===== src/rtl/memerr_pkg.sv =====
`timescale 1ns/1ps
// Shared constants and helpers for the memory error capture block.
// Assumes the 32-bit register convention where bit 0 is the MSB.
package memerr_pkg;

    localparam int REG_W  = 32;
    localparam int EVT_N  = 12;
    localparam int RA_W   = 3;
    localparam int RSVD_N = 7;

    // Defined event bits, indexed by register bit number.
    localparam logic [EVT_N-1:0] EVT_DEF = 12'hF7F;
    // ECC event bits (8..11).
    localparam logic [EVT_N-1:0] EVT_ECC = 12'hF00;

    typedef enum logic [RA_W-1:0] {
        RA_MASK  = 3'd0,
        RA_STAT  = 3'd1,
        RA_EADDR = 3'd2,
        RA_SYN   = 3'd3,
        RA_CHK   = 3'd4
    } reg_sel_e;

    // Place event vector bit n at word position REG_W-1-n.
    function automatic logic [REG_W-1:0] evt_to_word(input logic [EVT_N-1:0] v);
        logic [REG_W-1:0] w;
        w = '0;
        for (int i = 0; i < EVT_N; i++) begin
            w[REG_W-1-i] = v[i];
        end
        return w;
    endfunction

    // Extract event vector bit n from word position REG_W-1-n.
    function automatic logic [EVT_N-1:0] word_to_evt(input logic [REG_W-1:0] w);
        logic [EVT_N-1:0] v;
        for (int i = 0; i < EVT_N; i++) begin
            v[i] = w[REG_W-1-i];
        end
        return v;
    endfunction

endpackage


===== src/rtl/memerr_status.sv =====
`timescale 1ns/1ps
// Sticky exception status and interrupt mask.
// The status register sets bits on gated event strobes and clears on a
// status read. An event in the clearing cycle still lands.
// Assumes evt_in has already been gated by the ECC enable.
module memerr_status #(
    parameter int                EVT_W    = memerr_pkg::EVT_N,
    parameter logic [EVT_W-1:0]  DEF_MASK = memerr_pkg::EVT_DEF,
    parameter logic [EVT_W-1:0]  ECC_MASK = memerr_pkg::EVT_ECC
) (
    input  logic             clk,
    input  logic             rst_n,
    input  logic [EVT_W-1:0] evt_in,
    input  logic             stat_clr,
    input  logic             mask_we,
    input  logic [EVT_W-1:0] mask_wdata,
    output logic [EVT_W-1:0] stat_q,
    output logic [EVT_W-1:0] mask_q,
    output logic             ecc_pending,
    output logic             irq
);

    logic [EVT_W-1:0] stat_base;

    // Base value for the next status: zero when being read, else held.
    always_comb begin
        stat_base = stat_clr ? '0 : stat_q;
    end

    // Sticky status register, OR-ing in defined events.
    always_ff @(posedge clk) begin
        if (!rst_n) begin
            stat_q <= '0;
        end else begin
            stat_q <= stat_base | (evt_in & DEF_MASK);
        end
    end

    // Mask register, reset to all defined bits enabled.
    always_ff @(posedge clk) begin
        if (!rst_n) begin
            mask_q <= DEF_MASK;
        end else if (mask_we) begin
            mask_q <= mask_wdata & DEF_MASK;
        end
    end

    // Pending ECC status and masked interrupt.
    always_comb begin
        ecc_pending = |(stat_q & ECC_MASK);
        irq         = |(stat_q & mask_q);
    end

endmodule


===== src/rtl/memerr_capture.sv =====
`timescale 1ns/1ps
// Failing-access record: packed DRAM coordinates and both syndromes.
// Loads on the take strobe only. The caller decides first-error policy.
// Assumes the coordinate widths sum to no more than REG_W.
module memerr_capture #(
    parameter int REG_W   = memerr_pkg::REG_W,
    parameter int BURST_W = 2,
    parameter int RANK_W  = 3,
    parameter int COL_W   = 11,
    parameter int BANK_W  = 2,
    parameter int ROW_W   = 14,
    parameter int SYN_W   = 8
) (
    input  logic               clk,
    input  logic               rst_n,
    input  logic               take,
    input  logic [BURST_W-1:0] err_burst,
    input  logic [RANK_W-1:0]  err_rank,
    input  logic [COL_W-1:0]   err_col,
    input  logic [BANK_W-1:0]  err_bank,
    input  logic [ROW_W-1:0]   err_row,
    input  logic [SYN_W-1:0]   syn_hi,
    input  logic [SYN_W-1:0]   syn_lo,
    output logic [REG_W-1:0]   addr_word,
    output logic [REG_W-1:0]   syn_word
);

    localparam int PACK_W = BURST_W + RANK_W + COL_W + BANK_W + ROW_W;
    localparam int PAD_W  = REG_W - PACK_W;
    localparam int SYNP_W = 2 * SYN_W;

    logic [PACK_W-1:0] addr_q;
    logic [SYNP_W-1:0] syn_q;

    // Record coordinates and syndromes on a qualified ECC event.
    always_ff @(posedge clk) begin
        if (!rst_n) begin
            addr_q <= '0;
            syn_q  <= '0;
        end else if (take) begin
            addr_q <= {err_burst, err_rank, err_col, err_bank, err_row};
            syn_q  <= {syn_hi, syn_lo};
        end
    end

    // Align the packed record to the MSB end of the word.
    generate
        if (PAD_W == 0) begin : g_full
            assign addr_word = addr_q;
        end else begin : g_pad
            assign addr_word = {addr_q, {PAD_W{1'b0}}};
        end
    endgenerate

    // Syndromes sit in the low bits, upper half above lower half.
    assign syn_word = REG_W'(syn_q);

endmodule


===== src/rtl/memerr_regif.sv =====
`timescale 1ns/1ps
// Register port decode: read mux, write strobes and the ECC enable bit.
// Reads are combinational. Side effects take place at the clock edge.
module memerr_regif #(
    parameter int REG_W = memerr_pkg::REG_W,
    parameter int RA_W  = memerr_pkg::RA_W
) (
    input  logic             clk,
    input  logic             rst_n,
    input  logic             bus_rd,
    input  logic             bus_wr,
    input  logic [RA_W-1:0]  bus_addr,
    input  logic [REG_W-1:0] bus_wdata,
    input  logic [REG_W-1:0] mask_word,
    input  logic [REG_W-1:0] stat_word,
    input  logic [REG_W-1:0] addr_word,
    input  logic [REG_W-1:0] syn_word,
    output logic [REG_W-1:0] bus_rdata,
    output logic             stat_clr,
    output logic             mask_we,
    output logic             ecc_en
);
    import memerr_pkg::*;

    reg_sel_e sel;
    logic     chk_we;

    // Decode the selected register and the strobes.
    always_comb begin
        sel      = reg_sel_e'(bus_addr);
        stat_clr = bus_rd && (sel == RA_STAT);
        mask_we  = bus_wr && (sel == RA_MASK);
        chk_we   = bus_wr && (sel == RA_CHK);
    end

    // Global ECC enable, reset to on.
    always_ff @(posedge clk) begin
        if (!rst_n) begin
            ecc_en <= 1'b1;
        end else if (chk_we) begin
            ecc_en <= bus_wdata[REG_W-1];
        end
    end

    // Read data multiplexer, zero for unmapped addresses.
    always_comb begin
        case (sel)
            RA_MASK:  bus_rdata = mask_word;
            RA_STAT:  bus_rdata = stat_word;
            RA_EADDR: bus_rdata = addr_word;
            RA_SYN:   bus_rdata = syn_word;
            RA_CHK:   bus_rdata = {ecc_en, {(REG_W-1){1'b0}}};
            default:  bus_rdata = '0;
        endcase
    end

endmodule


===== src/rtl/memerr_unit.sv =====
`timescale 1ns/1ps
// Memory error capture and exception register, top level.
// Gates ECC events by the global enable and arms the first-error capture.
// Status, mask and the address record live in the submodules.
// Assumes event strobes are one cycle wide and synchronous to clk.
module memerr_unit #(
    parameter int BURST_W = 2,
    parameter int RANK_W  = 3,
    parameter int COL_W   = 11,
    parameter int BANK_W  = 2,
    parameter int ROW_W   = 14,
    parameter int SYN_W   = 8
) (
    input  logic                        clk,
    input  logic                        rst_n,
    input  logic                        bus_rd,
    input  logic                        bus_wr,
    input  logic [memerr_pkg::RA_W-1:0] bus_addr,
    input  logic [memerr_pkg::REG_W-1:0] bus_wdata,
    output logic [memerr_pkg::REG_W-1:0] bus_rdata,
    input  logic [memerr_pkg::EVT_N-1:0] evt_strobe,
    input  logic [BURST_W-1:0]          err_burst,
    input  logic [RANK_W-1:0]           err_rank,
    input  logic [COL_W-1:0]            err_col,
    input  logic [BANK_W-1:0]           err_bank,
    input  logic [ROW_W-1:0]            err_row,
    input  logic [SYN_W-1:0]            syn_hi,
    input  logic [SYN_W-1:0]            syn_lo,
    output logic                        irq
);
    import memerr_pkg::*;

    logic [EVT_N-1:0] evt_gated;
    logic [EVT_N-1:0] stat_vec;
    logic [EVT_N-1:0] mask_vec;
    logic [REG_W-1:0] stat_word;
    logic [REG_W-1:0] mask_word;
    logic [REG_W-1:0] addr_word;
    logic [REG_W-1:0] syn_word;
    logic             stat_clr;
    logic             mask_we;
    logic             ecc_en;
    logic             ecc_pending;
    logic             ecc_hit;
    logic             take;

    // Drop ECC events while collection is disabled.
    always_comb begin
        evt_gated = ecc_en ? evt_strobe : (evt_strobe & ~EVT_ECC);
        ecc_hit   = |(evt_gated & EVT_ECC);
        take      = ecc_hit && (!ecc_pending || stat_clr);
    end

    // Present event vectors in MSB-first register layout.
    always_comb begin
        stat_word = evt_to_word(stat_vec);
        mask_word = evt_to_word(mask_vec);
    end

    memerr_status #(
        .EVT_W    (EVT_N),
        .DEF_MASK (EVT_DEF),
        .ECC_MASK (EVT_ECC)
    ) u_status (
        .clk         (clk),
        .rst_n       (rst_n),
        .evt_in      (evt_gated),
        .stat_clr    (stat_clr),
        .mask_we     (mask_we),
        .mask_wdata  (word_to_evt(bus_wdata)),
        .stat_q      (stat_vec),
        .mask_q      (mask_vec),
        .ecc_pending (ecc_pending),
        .irq         (irq)
    );

    memerr_capture #(
        .REG_W   (REG_W),
        .BURST_W (BURST_W),
        .RANK_W  (RANK_W),
        .COL_W   (COL_W),
        .BANK_W  (BANK_W),
        .ROW_W   (ROW_W),
        .SYN_W   (SYN_W)
    ) u_capture (
        .clk       (clk),
        .rst_n     (rst_n),
        .take      (take),
        .err_burst (err_burst),
        .err_rank  (err_rank),
        .err_col   (err_col),
        .err_bank  (err_bank),
        .err_row   (err_row),
        .syn_hi    (syn_hi),
        .syn_lo    (syn_lo),
        .addr_word (addr_word),
        .syn_word  (syn_word)
    );

    memerr_regif #(
        .REG_W (REG_W),
        .RA_W  (RA_W)
    ) u_regif (
        .clk       (clk),
        .rst_n     (rst_n),
        .bus_rd    (bus_rd),
        .bus_wr    (bus_wr),
        .bus_addr  (bus_addr),
        .bus_wdata (bus_wdata),
        .mask_word (mask_word),
        .stat_word (stat_word),
        .addr_word (addr_word),
        .syn_word  (syn_word),
        .bus_rdata (bus_rdata),
        .stat_clr  (stat_clr),
        .mask_we   (mask_we),
        .ecc_en    (ecc_en)
    );

endmodule


===== config.mk =====
export PLATFORM = sky130hd
export DESIGN_NAME = memerr_unit
export DESIGN_NICKNAME = d
export VERILOG_FILES = /design/src/rtl/memerr_pkg.sv /design/src/rtl/memerr_status.sv /design/src/rtl/memerr_capture.sv /design/src/rtl/memerr_regif.sv /design/src/rtl/memerr_unit.sv
export SDC_FILE = /design/constraint.sdc
export NUM_CORES = 1
export LEC_CHECK = 0
export BUFFER_PORTS_ARGS = -buffer_cell sky130_fd_sc_hd__clkbuf_2
export CAP_MARGIN = 20
export CORE_MARGIN = 1
export CORE_UTILIZATION = 51
export DETAILED_ROUTE_END_ITERATION = 10
export PLACE_DENSITY_LB_ADDON = 0.05
export SYNTH_ARGS = -nofsm -noshare
export SYNTH_HDL_FRONTEND = slang
export SYNTH_HIERARCHICAL = 1
export SYNTH_SLANG_ARGS = --single-unit

===== constraint.sdc =====
create_clock -name clk -period 3 [get_ports clk]
set_input_delay 0.6 -clock clk [delete_from_list [all_inputs] [get_ports clk]]
set_output_delay 0.6 -clock clk [all_outputs]
set_load 0.02 [all_outputs]

==> out/metrics.cfg, run 1 <==
[outcome]
outcome=finished, final reports clean

[power]
share_seq_of_total_power_pct=45.3
cellPowerDensity_mw_per_mm2=478.0
finalPower_w=0.002299
comb_power_share_pct=21.3
vdd.ir_drop.worst_uv=316.7
leakagePower_nw=2.072
switching_pwr_w=0.0006467
power.clock.fraction_pct=33.4
power_switching_share_pct=28.13
cell_internal_pwr_w=0.001652

[timing]
period_share_pct=82.46
max_slew.worst_pin.slew_ns=0.5815
final_critical_path_setup_slack_ns=0.5263
layout_skew_ns=0.008600
fin_hold_ws_ns=0.4585
finalHoldViolCount=0
rsz0062_at_grt=no
period_needed_ns=2.474
final.setup.tns_ns=0
setup_viol=0
max_slew_margin_pct=61.13
drv_slew=0
clock.fmax_mhz=404.3

[final_layout]
final_cells=590
num_antenna_cells=0
register_area_mm2=0.001421
layout-area-overhead-vs-synth_pct=21.53
fillers=660
final_layout_size_suffix_gt1_share_pct=35.03
total_area_of_multi_input_combinational_cells_mm2=0.002416
final_net_count=585

[critical_path]
timing.setup.critical_path_class=in -> out
end_kind=output pin
timing.critical_path.from_type=input pin
critical_path_required_ns=2.40
timing.critical_path.fanout_max=37
arrival_ns=1.87

[synth]
post-synth-top-area-cell=dfxtp_1
synth_seq_area_share_pct=35.92
syn_area_mm2=0.003958
syn-mean-instance-area_um2=11.41
syn-instance-count=347
synth_top_cells_by_area=dfxtp_1 36%, mux4_2 18%, mux2i_1 16%, nor2b_1 14%, buf_4 4.2%
postSynthRegisterBits=71
yosysTopAreaCellShare_pct=35.92
yosys_warnings=6
yosysUniqueCellTypes=27

[floorplanning]
die_area_mm2=0.008116
die_w_um=90.09
floorplan.initialDensity_pct=53.70
io_pins=132
floorplan.die.height_um=90.09
row_count=31
design.core.area_mm2=0.007370

[clocking]
cts.htree.levels=3
post_cts.resized_instances=0
clock_sink_count=71
cts.repair_timing.setup_buffer_count=0
cts-root-buf=clkbuf_8
path_clk_slew_ns=0.08
cts_tree=built
clkLatencyLatePin_ns=0.35
cts_max_path_buffers=2
cts_hold_buf=0
tritoncts.num_buffers=9

[placement]
gp_weighted_congestion=0.7774
dp_slack_ns=0.5238
io_buffer_count=109
place_hpwl_um=5792
placedCellCount=574

[global_route]
grt_max_degree=46
antenna_found_initial=0
grt_first_pass_wirelength_um=14010
grt_usage_pct=21.95
globalRoute.totalOverflow=0
first_global_vias=2994

[detailed_routing]
wl_per_cell_um=14.03
antenna_violating_nets_post_route=0
vias_per_cell=4.815
detail_route.wirelength_um=8277
dr_total_vias=2841
drt_pass_1_iters=4
drt_drc_violations_left=0
first_iter_violations=108

[worst_hold_path]
worst_hold_path_type=in -> reg

[flow_run]
drv.max_cap_violation_count=0

-- cell usage in the layout, fill, tap and decap left out, drive strengths merged --
| master | n |
|---|---|
| a221oi | 2 |
| bufinv | 1 |
| and2 | 4 |
| or4 | 2 |
| or3 | 1 |
| clkbuf | 118 |
| dfxtp | 71 |
| o21a | 11 |
| nand2b | 1 |
| nor3b | 1 |
| nor4b | 1 |
| conb | 58 |
| nand3 | 1 |
| clkinv | 5 |
| nand2 | 13 |
| buf | 9 |
| a222oi | 1 |
| mux2i | 62 |
| nor4bb | 1 |
| nor2b | 90 |
| nor3 | 2 |
| mux4 | 31 |
| a22o | 2 |
| clkinvlp | 1 |
| and3 | 1 |
| and4bb | 1 |
-- worst max-delay path, cell delays in order --
cell	delay (ns)
clkbuf_2	0.11
buf_12	0.27
mux4_2	0.54
nor2b_1	0.16
clkbuf_2	0.18
-- power by group through the flow --
stage               Combinational (W)  Sequential, W  Clock, W
global placement             0.000483        0.00106         0
CTS                          0.000494        0.00104  0.000791
detailed placement           0.000491        0.00106         0
global route                 0.000534        0.00105  0.000828
floorplan                    0.000397        0.00105         0
finish                       0.000489        0.00104  0.000768
-- cells in the mapped netlist --
cell	count
nor2b_1	90
dfxtp_1	71
mux2i_1	62
mux4_2	31
buf_4	22
nand2_1	13
o21a_1	11
buf_2	8
clkbuf_1	8
buf_6	4
and2_1	3
buf_12	3
conb_1	3
a221oi_2	2
a22o_1	2
nor3_1	2
or4_1	2
a222oi_1	1
and2_2	1
and3_1	1
and4bb_2	1
nand2b_1	1
nand3_1	1
nor3b_1	1
nor4b_1	1
nor4bb_1	1
or3_1	1
-- worst paths after layout --
kind,from,endpoint,slack (ns),cells past startpoint
worst max-delay path,bus_addr[0],bus_rdata[20],0.53,5
worst min-delay path,evt_strobe[6],u_status/stat_q[6],0.46,2
worst max register to register,u_status/stat_q[10],u_capture/addr_word[31],1.03,6
worst min register to register,u_status/mask_q[9],u_status/mask_q[9],0.51,2
-- kinds of logic (layout without fill, tap and decap cells) --
logic type	Yosys count	after routing	synth area share, %
multiplexers	93	93	33.32
AO/OA/AOI/OAI	16	16	3.541
buffers and inverters	45	134	8.600
other	3	58	0.2845
AND/OR/NAND/NOR	119	119	18.34
flip-flops	71	71	35.92
-- final cells by class --
type                       instances  area share (%)
clock buffer                       9           2.575
clock inverter                     7           1.535
multi-input combinational        286           50.23
sequential                        71           29.55
tap                               99           2.575
timing repair buffer             118           13.53
-- metrics by stage --
step                      instance area [µm²]  utilization [%]
after global routing                     4810            65.26
after CTS                                4810            65.26
final                                    4810            65.26
after detailed placement                 4612            62.58
after global placement                   4612            62.58
after floorplan                          4164                -
-- flip-flops by register name, summed over array words and instances, names as in the netlist --
name / count
u_capture/addr_word: 32
u_capture/syn_q: 16
u_regif/ecc_en: 1
u_status/mask_q: 11
u_status/stat_q: 11
-- metal layers --
metal | track usage, % | up-vias | wire length, µm
li1 | - | 1422 | -
met3 | 6.007 | 6 | 464
met4 | 7.124 | 0 | 70
met2 | 38.30 | 77 | 4142
met5 | 0 | - | 0
met1 | 26.08 | 1336 | 3598
(Power assumes the default switching activity.)
==> inputs of run 2 (changes only) <==
clock period = 2.3 ns   (was 3 ns; I/O delays follow)
==> out/metrics.cfg, run 2 (same netlist as run 1, synthesis figures left out) <==
[timing]
period_needed_ns=2.147
setup_viol=0  ; unchanged
period_share_pct=93.35
clock.fmax_mhz=465.7
rsz0062_at_grt=no  ; unchanged
max_slew_margin_pct=59.26  ; was 61.13%
finalHoldViolCount=0  ; unchanged
final.setup.tns_ns=0  ; unchanged
drv_slew=0  ; unchanged
final_critical_path_setup_slack_ns=0.1528  ; was 0.5263 ns
layout_skew_ns=0.01288  ; was 0.008600 ns
max_slew.worst_pin.slew_ns=0.6111  ; was 0.5815 ns

[detailed_routing]
wl_per_cell_um=13.83  ; was 14.03 µm
drt_drc_violations_left=0  ; unchanged
detail_route.wirelength_um=8270  ; was 8277 µm
first_iter_violations=108  ; unchanged
dr_total_vias=2889  ; was 2841
antenna_violating_nets_post_route=0  ; unchanged
drt_pass_1_iters=4  ; unchanged
vias_per_cell=4.831  ; was 4.815

[global_route]
grt_max_degree=36  ; was 46
antenna_found_initial=0  ; unchanged
grt_first_pass_wirelength_um=13830  ; was 14010 µm
globalRoute.totalOverflow=0  ; unchanged
grt_usage_pct=21.53  ; was 21.95%
first_global_vias=2892  ; was 2994

[final_layout]
largest_register_ffs=32  ; unchanged
fillers=626  ; was 660
most-common-layout-cells=109 x clkbuf_2, 90 x nor2b_1, 71 x dfxtp_1  ; unchanged
num_antenna_cells=0  ; unchanged
final_common_cell=clkbuf_2  ; unchanged
layout-area-overhead-vs-synth_pct=24.06  ; was 21.53%
final_net_count=593  ; was 585
final_layout_size_suffix_gt1_share_pct=35.87  ; was 35.03%

[power]
leakagePower_nw=2.123  ; was 2.072 nW
cellPowerDensity_mw_per_mm2=632.3  ; was 478.0 mW/mm²
vdd.ir_drop.worst_uv=426.7  ; was 316.7 µV

[worst_hold_path]
holdPathStages=2  ; unchanged
min_to=u_status/stat_q[0]  ; was u_status/stat_q[6]
worst_hold_path_type=in -> reg  ; unchanged
hold_start=evt_strobe[0]  ; was evt_strobe[6]

[critical_path]
timing.critical_path.from_type=input pin  ; unchanged
arrival_ns=1.69  ; was 1.87 ns
end_kind=output pin  ; unchanged
cp_top_family=buffers and inverters  ; unchanged
ff2ff_setup_slack_ns=0.41  ; was 1.03 ns
timing.setup.critical_path_class=in -> out  ; unchanged
worst_r2r_endpoint=u_capture/syn_q[10]  ; was u_capture/addr_word[31]
worst_reg2reg_path_startpoint=u_status/stat_q[10]  ; unchanged
crit_path_cell_trace=clkbuf_2 -> buf_4 -> mux4_2 -> nor2b_1 -> clkbuf_2  ; was clkbuf_2 -> buf_12 -> mux4_2 -> nor2b_1 -> clkbuf_2
r2r.worst_path.cells=6  ; unchanged
crit_top_cell=clkbuf_2  ; unchanged
count_of_buffer_and_inverter_cells_on_the_critical_path=3  ; unchanged
highest_delay_cell_along_the_critical_path=mux4_2  ; unchanged
critical_path_required_ns=1.84  ; was 2.40 ns
worst_path_largest_cell_delay_ns=0.34  ; was 0.54 ns
timing.critical_path.fanout_max=19  ; was 37

[floorplanning]
floorplan.initialDensity_pct=53.70  ; unchanged
io_pins=132  ; unchanged
die_area_mm2=0.008116  ; unchanged
row_count=31  ; unchanged
die_w_um=90.09  ; unchanged
floorplan.die.height_um=90.09  ; unchanged
design.core.area_mm2=0.007370  ; unchanged

[clocking]
cts_tree=built  ; unchanged
cts.htree.levels=3  ; unchanged
clock_sink_count=71  ; unchanged
path_clk_slew_ns=0.07  ; was 0.08 ns
post_cts.resized_instances=0  ; unchanged
cts-root-buf=clkbuf_8  ; unchanged
clkLatencyLatePin_ns=0.35  ; about the same
cts.repair_timing.setup_buffer_count=0  ; unchanged
tritoncts.num_buffers=9  ; unchanged
cts_max_path_buffers=2  ; unchanged
cts_hold_buf=0  ; unchanged

[flow_run]
drv.max_cap_violation_count=0  ; unchanged

[placement]
io_buffer_count=109  ; unchanged
place_hpwl_um=6113  ; was 5792 µm
gp_weighted_congestion=0.7440  ; was 0.7774
dp_slack_ns=0.1547  ; was 0.5238 ns

[outcome]
outcome=finished, final reports clean  ; unchanged

==> run 2: metal layers <==
metal,vias up,part of all wire (%),track usage (%)
met5,-,0,0
met4,0,1.5,7.796
met1,1353,44,27.40
li1,1439,-,-
met2,86,48,35.69
met3,11,5.8,5.076
==> run 2: report_power, final <==
part	leakage, nW	internal [W]	total, W	switching (W)
registers	0.583	0.00131	0.00136	0.0000478
clock network	0.102	0.000607	0.00108	0.000476
logic	1.44	0.000361	0.000662	0.000300
==> run 2: final cells by class <==
cell class	instances	area, µm²	area share [%]
tap	99	123.9	2.523
clock inverter	6	85.08	1.733
clock buffer	10	127.6	2.599
timing repair buffer	126	735.7	14.98
multi-input combinational	286	2416	49.21
sequential	71	1421	28.95
==> run 2: how the worst max path moves through the flow <==
stage / slack [ns] / cells after the start / startpoint / endpoint
after global placement: 0.16 / 5 / bus_addr[1] / bus_rdata[26]
after global routing: 0.09 / 5 / bus_addr[1] / bus_rdata[22]
after CTS: 0.14 / 5 / bus_addr[1] / bus_rdata[22]
after floorplan: 0.15 / 10 / bus_addr[1] / u_capture/addr_word[10]
after detailed placement: 0.15 / 5 / bus_addr[1] / bus_rdata[22]
final: 0.15 / 5 / bus_addr[1] / bus_rdata[22]
==> run 2: stage by stage <==
stage	instances	power [W]	hold slack, ns	util (%)	instance area (µm²)
floorplan	402	0.001889	0.4583	-	4164
global placement	582	0.002038	0.4794	63.74	4697
detailed placement	582	0.002054	0.4983	63.74	4697
CTS	598	0.003133	0.3160	66.62	4910
global route	598	0.003249	0.3271	66.62	4910
finish	598	0.003105	0.3260	66.62	4910
==> inputs of run 3 (changes only) <==
--- a/config.mk
+++ b/config.mk
@@ -10,4 +10,5 @@
 export CORE_MARGIN = 1
 export CORE_UTILIZATION = 51
+export CTS_CLUSTER_DIAMETER = 50
 export DETAILED_ROUTE_END_ITERATION = 10
 export PLACE_DENSITY_LB_ADDON = 0.05
==> constraint.sdc (replaced) <==
create_clock -name clk -period 2.3 [get_ports clk]
set_input_delay 0.23 -clock clk [delete_from_list [all_inputs] [get_ports clk]]
set_output_delay 0.23 -clock clk [all_outputs]
set_load 0.02 [all_outputs]
==> out/metrics.cfg, run 3 (same netlist as run 1, synthesis figures left out) <==
[detailed_routing]
vias_per_cell=4.776  ; was 4.831
detail_route.wirelength_um=7937  ; was 8270 µm
met1_length_um=3676  ; was 3669 µm
drt_pass_1_iters=7  ; was 4
top_layer=met4  ; unchanged
antenna_violating_nets_post_route=0  ; unchanged
wl_met3_um=424  ; was 478 µm
wl_per_cell_um=13.45  ; was 13.83 µm
drt_drc_violations_left=0  ; unchanged
first_iter_violations=98  ; was 108
routed-wl-met2_um=3760  ; was 3995 µm
dr_total_vias=2818  ; was 2889

[clocking]
path_clk_slew_ns=0.07  ; about the same
cts.repair_timing.setup_buffer_count=0  ; unchanged
cts_max_path_buffers=2  ; unchanged
clkLatencyLatePin_ns=0.34  ; was 0.35 ns
cts-root-buf=clkbuf_8  ; unchanged
cts.htree.levels=3  ; unchanged
clock_sink_count=71  ; unchanged
tritoncts.num_buffers=9  ; unchanged
cts_tree=built  ; unchanged
cts_hold_buf=0  ; unchanged
post_cts.resized_instances=0  ; unchanged

[floorplanning]
floorplan.initialDensity_pct=53.70  ; unchanged
io_pins=132  ; unchanged
die_area_mm2=0.008116  ; unchanged
floorplan.die.height_um=90.09  ; unchanged
die_w_um=90.09  ; unchanged
design.core.area_mm2=0.007370  ; unchanged
row_count=31  ; unchanged

[critical_path]
critical_path_required_ns=2.53  ; was 1.84 ns
end_kind=flop  ; was output pin
timing.critical_path.fanout_max=27  ; was 19
timing.critical_path.from_type=flop  ; was input pin
timing.setup.critical_path_class=reg -> reg  ; was in -> out
arrival_ns=2.16  ; was 1.69 ns

[timing]
final.setup.tns_ns=0  ; unchanged
rsz0062_at_grt=no  ; unchanged
drv_slew=0  ; unchanged
max_slew.worst_pin.slew_ns=0.6210  ; was 0.6111 ns
setup_viol=0  ; unchanged
period_share_pct=84.13  ; was 93.35%
finalHoldViolCount=0  ; unchanged
clock.fmax_mhz=516.8  ; was 465.7 MHz
layout_skew_ns=0.004940  ; was 0.01288 ns
period_needed_ns=1.935  ; was 2.147 ns
max_slew_margin_pct=58.60  ; was 59.26%

[global_route]
grt_first_pass_wirelength_um=13390  ; was 13830 µm
globalRoute.totalOverflow=0  ; unchanged
first_global_vias=2817  ; was 2892
antenna_found_initial=0  ; unchanged
grt_usage_pct=20.83  ; was 21.53%
grt_max_degree=39  ; was 36

[final_layout]
layout.cell_area.non_filler_mm2=0.004850  ; was 0.004910 mm²
most-common-layout-cells=109 x clkbuf_2, 90 x nor2b_1, 71 x dfxtp_1  ; unchanged
final_layout_size_suffix_gt1_share_pct=35.03  ; was 35.87%
num_antenna_cells=0  ; unchanged
fillers=646  ; was 626
final_common_cell=clkbuf_2  ; unchanged
largest_register_ffs=32  ; unchanged
total_area_of_multi_input_combinational_cells_mm2=0.002416  ; unchanged
layout-area-overhead-vs-synth_pct=22.54  ; was 24.06%
register_area_mm2=0.001421  ; unchanged
final_net_count=586  ; was 593

[flow_run]
drv.max_cap_violation_count=0  ; unchanged

[power]
cellPowerDensity_mw_per_mm2=647.5  ; was 632.3 mW/mm²
vdd.ir_drop.worst_uv=509.1  ; was 426.7 µV
leakagePower_nw=2.096  ; was 2.123 nW

[worst_hold_path]
worst_hold_path_type=in -> reg  ; unchanged

[placement]
placed_cell_area_mm2=0.004619  ; was 0.004697 mm²
place_hpwl_um=5457  ; was 6113 µm
gp_weighted_congestion=0.7501  ; was 0.7440
io_buffer_count=109  ; unchanged

[outcome]
outcome=finished, final reports clean  ; unchanged

[run 3: worst paths after layout]
path / cells past startpoint / end / from / slack [ns]
worst max-delay path: 6 / u_capture/addr_word[14] / u_status/stat_q[10] / 0.36
worst min-delay path: 2 / u_status/stat_q[6] / evt_strobe[6] / 0.1
worst max register to register: 6 / u_capture/addr_word[14] / u_status/stat_q[10] / 0.36
worst min register to register: 2 / u_capture/addr_word[11] / u_capture/addr_word[11] / 0.51
[run 3: stage by stage]
step	util, %	cells	power [W]	hold WS, ns	setup slack [ns]
detailed placement	62.68	575	0.002029	0.4455	0.3594
floorplan	-	402	0.001889	0.2919	0.3818
CTS	65.81	590	0.003169	0.08666	0.3508
global placement	62.68	575	0.002017	0.4377	0.3836
finish	65.81	590	0.003140	0.09850	0.3650
global route	65.81	590	0.003295	0.1013	0.2702
[run 3: cell type report]
type / count / area share (%)
tap: 99 / 2.554
sequential: 71 / 29.31
clock buffer: 12 / 3.406
multi-input combinational: 286 / 49.82
clock inverter: 3 / 1.342
timing repair buffer: 119 / 13.57
[run 3: metal layers]
| layer | vias up | GRT usage [%] |
|---|---|---|
| met5 | - | 0 |
| met4 | 0 | 7.124 |
| met3 | 7 | 4.484 |
| met2 | 77 | 34.03 |
| met1 | 1313 | 27.38 |
| li1 | 1421 | - |
[run 3: power breakdown]
group / leakage [nW] / internal, W / total (W) / switching (W)
sequential: 0.583 / 0.00131 / 0.00136 / 0.0000456
clock: 0.118 / 0.000692 / 0.00114 / 0.000451
combinational: 1.39 / 0.000344 / 0.000639 / 0.000294
[run 3: worst max-delay path: stages (launching register included)]
cell      delay [ns]
dfxtp_1         0.34
or4_1           0.53
nand2b_1        0.08
and3_2          0.34
buf_12          0.26
mux2i_1         0.20
nor2b_1         0.06
